`config.mk`:
```
export PLATFORM = sky130hd
export DESIGN_NAME = cal_ordinal_enc
export DESIGN_NICKNAME = d
export VERILOG_FILES = /design/src/rtl/cal_pkg.sv /design/src/rtl/cal_len_decode.sv /design/src/rtl/cal_offset_lut.sv /design/src/rtl/cal_date_check.sv /design/src/rtl/cal_ordinal_enc.sv
export SDC_FILE = /design/constraint.sdc
export NUM_CORES = 1
export LEC_CHECK = 0
export ABC_AREA = 1
export BUFFER_PORTS_ARGS = -buffer_cell sky130_fd_sc_hd__buf_4
export CAP_MARGIN = 10
export CORE_MARGIN = 5
export CORE_UTILIZATION = 59
export CTS_BUF_LIST = sky130_fd_sc_hd__clkbuf_16
export DETAILED_ROUTE_END_ITERATION = 10
export HOLD_SLACK_MARGIN = 0.08
export PLACE_DENSITY = 0.9
export REMOVE_ABC_BUFFERS = 1
export SLEW_MARGIN = 20
export SYNTH_ARGS = -nofsm -noshare
export SYNTH_HDL_FRONTEND = slang
export SYNTH_SLANG_ARGS = --single-unit
export TNS_END_PERCENT = 100
```
`constraint.sdc`:
```
create_clock -name clk -period 5.8 [get_ports clk]
set_input_delay 0.29 -clock clk [delete_from_list [all_inputs] [get_ports clk]]
set_output_delay 0.29 -clock clk [all_outputs]
set_load 0.02 [all_outputs]
```
`src/rtl/cal_pkg.sv`:
```
package cal_pkg;

  localparam int LEN_W = 4;

  typedef enum logic [1:0] {
    LEN_28 = 2'd0,
    LEN_29 = 2'd1,
    LEN_30 = 2'd2,
    LEN_31 = 2'd3
  } len_idx_e;

  // Number of days in month m; 0 for codes outside 1..12.
  function automatic int month_days(input int m, input bit lp);
    case (m)
      1, 3, 5, 7, 8, 10, 12: return 31;
      4, 6, 9, 11:           return 30;
      2:                     return lp ? 29 : 28;
      default:               return 0;
    endcase
  endfunction

  // Days elapsed before the first of month m; 0 for invalid codes.
  function automatic int cum_offset(input int m, input bit lp);
    int acc;
    acc = 0;
    if (m >= 1 && m <= 12) begin
      for (int i = 1; i < m; i++) acc += month_days(i, lp);
    end
    return acc;
  endfunction

endpackage

```
`src/rtl/cal_len_decode.sv`:
```
module cal_len_decode
  import cal_pkg::*;
#(
  parameter int MONTH_W = 4
) (
  input  logic [MONTH_W-1:0] month,
  input  logic               leap,
  output logic [LEN_W-1:0]   len_onehot
);

  always_comb begin
    len_onehot = '0;
    case (month)
      MONTH_W'(2): begin
        if (leap) len_onehot[LEN_29] = 1'b1;
        else      len_onehot[LEN_28] = 1'b1;
      end
      MONTH_W'(4), MONTH_W'(6), MONTH_W'(9), MONTH_W'(11):
        len_onehot[LEN_30] = 1'b1;
      MONTH_W'(1), MONTH_W'(3), MONTH_W'(5), MONTH_W'(7),
      MONTH_W'(8), MONTH_W'(10), MONTH_W'(12):
        len_onehot[LEN_31] = 1'b1;
      default: len_onehot = '0;
    endcase
  end

endmodule

```
`src/rtl/cal_offset_lut.sv`:
```
module cal_offset_lut
  import cal_pkg::*;
#(
  parameter int MONTH_W = 4,
  parameter int DOY_W   = 9
) (
  input  logic [MONTH_W-1:0] month,
  input  logic               leap,
  output logic [DOY_W-1:0]   offset
);

  localparam int CODES = 1 << MONTH_W;

  logic [DOY_W-1:0] tab_common [CODES];
  logic [DOY_W-1:0] tab_leap   [CODES];

  // Both tables are constants computed at elaboration time.
  for (genvar k = 0; k < CODES; k++) begin : g_tab
    assign tab_common[k] = DOY_W'(cum_offset(k, 1'b0));
    assign tab_leap[k]   = DOY_W'(cum_offset(k, 1'b1));
  end

  assign offset = leap ? tab_leap[month] : tab_common[month];

endmodule

```
`src/rtl/cal_date_check.sv`:
```
module cal_date_check
  import cal_pkg::*;
#(
  parameter int DAY_W = 5
) (
  input  logic [LEN_W-1:0] len_onehot,
  input  logic [DAY_W-1:0] day,
  output logic             date_err
);

  logic [DAY_W-1:0] day_limit;
  logic             no_month;

  always_comb begin
    day_limit = '0;
    for (int i = 0; i < LEN_W; i++) begin
      if (len_onehot[i]) day_limit = DAY_W'(28 + i);
    end
  end

  assign no_month = (len_onehot == '0);
  assign date_err = no_month || (day == '0) || (day > day_limit);

endmodule

```
`src/rtl/cal_ordinal_enc.sv`:
```
module cal_ordinal_enc
  import cal_pkg::*;
#(
  parameter int MONTH_W = 4,
  parameter int DAY_W   = 5,
  parameter int DOY_W   = 9,
  parameter bit REG_OUT = 1'b1
) (
  input  logic               clk,
  input  logic               rst,
  input  logic               in_valid,
  input  logic [MONTH_W-1:0] month,
  input  logic [DAY_W-1:0]   day,
  input  logic               leap,
  output logic               out_valid,
  output logic [LEN_W-1:0]   len_onehot,
  output logic [DOY_W-1:0]   doy,
  output logic               date_err
);

  logic [LEN_W-1:0] len_c;
  logic [DOY_W-1:0] offset_c;
  logic [DOY_W-1:0] sum_c;
  logic [DOY_W-1:0] doy_c;
  logic             err_c;

  cal_len_decode #(.MONTH_W(MONTH_W)) u_len (
    .month      (month),
    .leap       (leap),
    .len_onehot (len_c)
  );

  cal_offset_lut #(.MONTH_W(MONTH_W), .DOY_W(DOY_W)) u_off (
    .month  (month),
    .leap   (leap),
    .offset (offset_c)
  );

  cal_date_check #(.DAY_W(DAY_W)) u_chk_date (
    .len_onehot (len_c),
    .day        (day),
    .date_err   (err_c)
  );

  assign sum_c = offset_c + DOY_W'(day);
  assign doy_c = err_c ? '0 : sum_c;

  if (REG_OUT) begin : g_reg
    always_ff @(posedge clk) begin
      if (rst) begin
        out_valid  <= 1'b0;
        len_onehot <= '0;
        doy        <= '0;
        date_err   <= 1'b0;
      end else begin
        out_valid <= in_valid;
        if (in_valid) begin
          len_onehot <= len_c;
          doy        <= doy_c;
          date_err   <= err_c;
        end
      end
    end
  end else begin : g_comb
    assign out_valid  = in_valid;
    assign len_onehot = len_c;
    assign doy        = doy_c;
    assign date_err   = err_c;
  end

endmodule

```
==> summary.txt <==
Detailed routing
  • First-pass DRT Iterations: 4
  • Starting DRT DRC Count: 42
  • DR WL/cell: 12.12 um
  • # DRC: 0
  • Routed wire length: approximately 3200 um
  • Total number of vias: 1,433
  • Antenna Nets Post-Route: 0
  • Via/cell ratio: roughly 5.3

Synthesis
  • Synth Register Bits: 15
  • Commonest cells post-synth: 61 x nand2_1, 27 x inv_1, 21 x ha_1
  • Share of the synthesized area in the top cell type: 21.41%
  • Syn. warnings: 0
  • EDFF count, synth: 0
  • Synth top area cells: dfxtp_1 21%, ha_1 19%, nand2_1 16%
  • Sequential-to-total area share from yosys stat: a little over a fifth
  • Library cells used by synthesis: 28
  • Count leader, synth: nand2_1
  • Post-synthesis area per instance: 6.554 sq um
  • Ys flop type: dfxtp_1
  • Synth area leader: dfxtp_1
  • Async SR Flop Fraction: 0%
  • Gate Count Post-Synth: 214
  • Post-Synthesis Cell Area: 1403 sq um

Power and ir drop
  • Switching pwr: ~120 uW
  • Internal Dissipation: around 250 uW
  • Switching fraction of total power: 31.77%
  • Power Density: 216.4 nW/um^2
  • Comb power frac: 34.0%
  • Sequential Power Share: 31.0%
  • Final Power: roughly 370 uW
  • Leakage power total: slightly above 0.9 nW
  • Worst-case vdd ir drop: 0.1935 mV
  • Clock group share of total power: 35.1%

Floorplanning
  • Core ar.: 2233 sq um
  • Chip width: between 50 and 60 um
  • Top-level I/O count: 28
  • # rows: 17
  • Die Area: approximately 3500 sq um
  • Die H: 58.76 um
  • Starting density of the core: ~63%

Critical path
  • Crit path launch type: primary input
  • Worst endpoint data arrival time: 2.55 ns
  • Worst EP required: just under 6 ns
  • CP Max Fanout: 9
  • Setup CP Type: in -> reg
  • CP endpoint kind: flop

Worst hold path
  • Hold Path Class: in -> reg

STA
  • Hold Fails Final Rpt: 0
  • Slew Limit Headroom: 74.34%
  • Period Utilization, post-route: 41.81%
  • Sum Neg Setup Slack: 0 ns
  • Tmin final: 2.425 ns
  • Fmax: 412.4 MHz
  • RSZ-0062 raised after global routing: false
  • Slew Viols, Final: 0
  • Worst-Margin Slew: roughly 0.38 ns
  • Clock skew: 0 ns
  • Final setup vio count: 0

GRT
  • Grt ovf: 0
  • Largest net degree at the start of global routing: 14
  • First-pass GRT wire length: ~5400 um
  • Initial antenna violation count: 0
  • Vias in the first global route: 1,354
  • Overall global routing resource usage: 19.59%

CTS
  • H-Tree Depth: 1
  • CTS tree: built
  • Root Driver: clkbuf_16
  • Post CTS Setup Buffer Count: 0
  • Post-CTS sizing: 0
  • Num CTS Buffers: 3
  • Clock latency on the worst-skew pair: 0.24 ns
  • Post-CTS Hold Buffers: 0
  • Longest Clk Path Bufs: 2
  • CTS sink count: 15
  • Clock transition at the registers of the reported paths: 0.05 ns

Flow run
  • Max-cap check violation count: 0

Placement
  • PortBufs: 27
  • Routability Congestion: 0.9785
  • Hpwl dp: 2546 um
  • Placed cell area: 1612 sq um
  • Dpl cells: between 200 and 300

Cells and area
  • Final Core Density: 75.69%
  • Fin cells: between 200 and 300
  • Final layout net count: 276
  • Ant diodes: 0
  • Fraction of layout cells with a size suffix above 1: around 18%
  • Final Instance Area: about 1700 sq um
  • Layout area overhead: 20.52%

Outcome
  • Status: complete, no violations
cell usage in the layout (no fill, tap or decap):
cell type  instances
inv_2              2
nand3_1           17
ha_1              21
dfxtp_1           15
nand2_1           61
nand3_2            2
nor2_2             1
xnor2_1            1
o211ai_1           2
nor2_1            14
or2_1              1
nand2_4            1
o21ai_2            1
nand4_1            1
fa_1               1
buf_4             27
inv_1             28
clkbuf_16          3
inv_4              1
or2_2              3
a21boi_0           1
o32ai_1            1
o21ai_1            1
o21ai_0           13
nor2_4             2
xor2_1             1
a21oi_1           18
sequential cells by signal, indices dropped and copies added, names as in the netlist:
register    flops
len_onehot      4
date_err        1
out_valid       1
doy             9
power groups by stage:
stage / combinational (mW) / clock [mW] / sequential [mW]
2_1_floorplan: 0.0733 / 0 / 0.123
3_3_place_gp: 0.119 / 0 / 0.115
3_5_place_dp: 0.121 / 0 / 0.115
4_1_cts: 0.124 / 0.131 / 0.113
5_1_grt: 0.139 / 0.135 / 0.114
6_report: 0.124 / 0.128 / 0.113
stage by stage:
step	hold WS, ns	setup slack [ns]
after floorplan	0.3591	3.538
final	0.3052	3.375
after detailed placement	0.4559	3.212
after global routing	0.3180	3.145
after CTS	0.2974	3.410
after global placement	0.4548	3.215
critical path, cell delays in order:
cell and delay [ns]:
buf_4 0.14, inv_1 0.17, ha_1 0.29, a21oi_1 0.19, o21ai_0 0.09, nand2_1 0.08, inv_1 0.05, ha_1 0.22
fa_1 0.41, nand3_1 0.08, nand2_1 0.08, nand2_1 0.11, nand2_1 0.08, nand2_1 0.08, o21ai_0 0.08, nand2_1 0.06
a21oi_1 0.05
area by class of cell:
| type | count | area, sq um |
|---|---|---|
| tap | 28 | 35.03 |
| fill | 179 | 543.0 |
| sequential | 15 | 300.3 |
| clock buffer | 3 | 75.07 |
| timing repair buffer | 27 | 202.7 |
| clock inverter | 1 | 3.754 |
| multi-input combinational | 164 | 958.4 |
| inverter | 30 | 115.1 |
cells by family after synthesis:
group                      share of synthesized area, %
and+or+nand+nor                                   32.65
AOI/OAI and AO/OA                                 14.27
buffers and inverters                             10.26
adders and majority gates                         20.16
DFF                                               21.41
xor gates and xnor gates                          1.249
path summary, 6_finish.rpt:
| path | start | endpoint | slack, ns | cells after the start |
|---|---|---|---|---|
| max | month[1] | doy[8]$_SDFFE_PP0P_ | 3.38 | 17 |
| min | in_valid | len_onehot[0]$_SDFFE_PP0P_ | 0.31 | 2 |
| max reg2reg | date_err$_SDFFE_PP0P_ | date_err$_SDFFE_PP0P_ | 5.08 | 3 |
| min reg2reg | doy[6]$_SDFFE_PP0P_ | doy[6]$_SDFFE_PP0P_ | 0.46 | 2 |
routing by layer:
| metal | track usage (%) | vias up | routed length (um) |
|---|---|---|---|
| met5 | 0 | - | 0 |
| met4 | 6.149 | 0 | 66 |
| met3 | 3.289 | 8 | 178 |
| met2 | 35.33 | 52 | 1555 |
| met1 | 23.35 | 631 | 1449 |
| li1 | - | 742 | - |
Power figures use the tool's default switching activity.
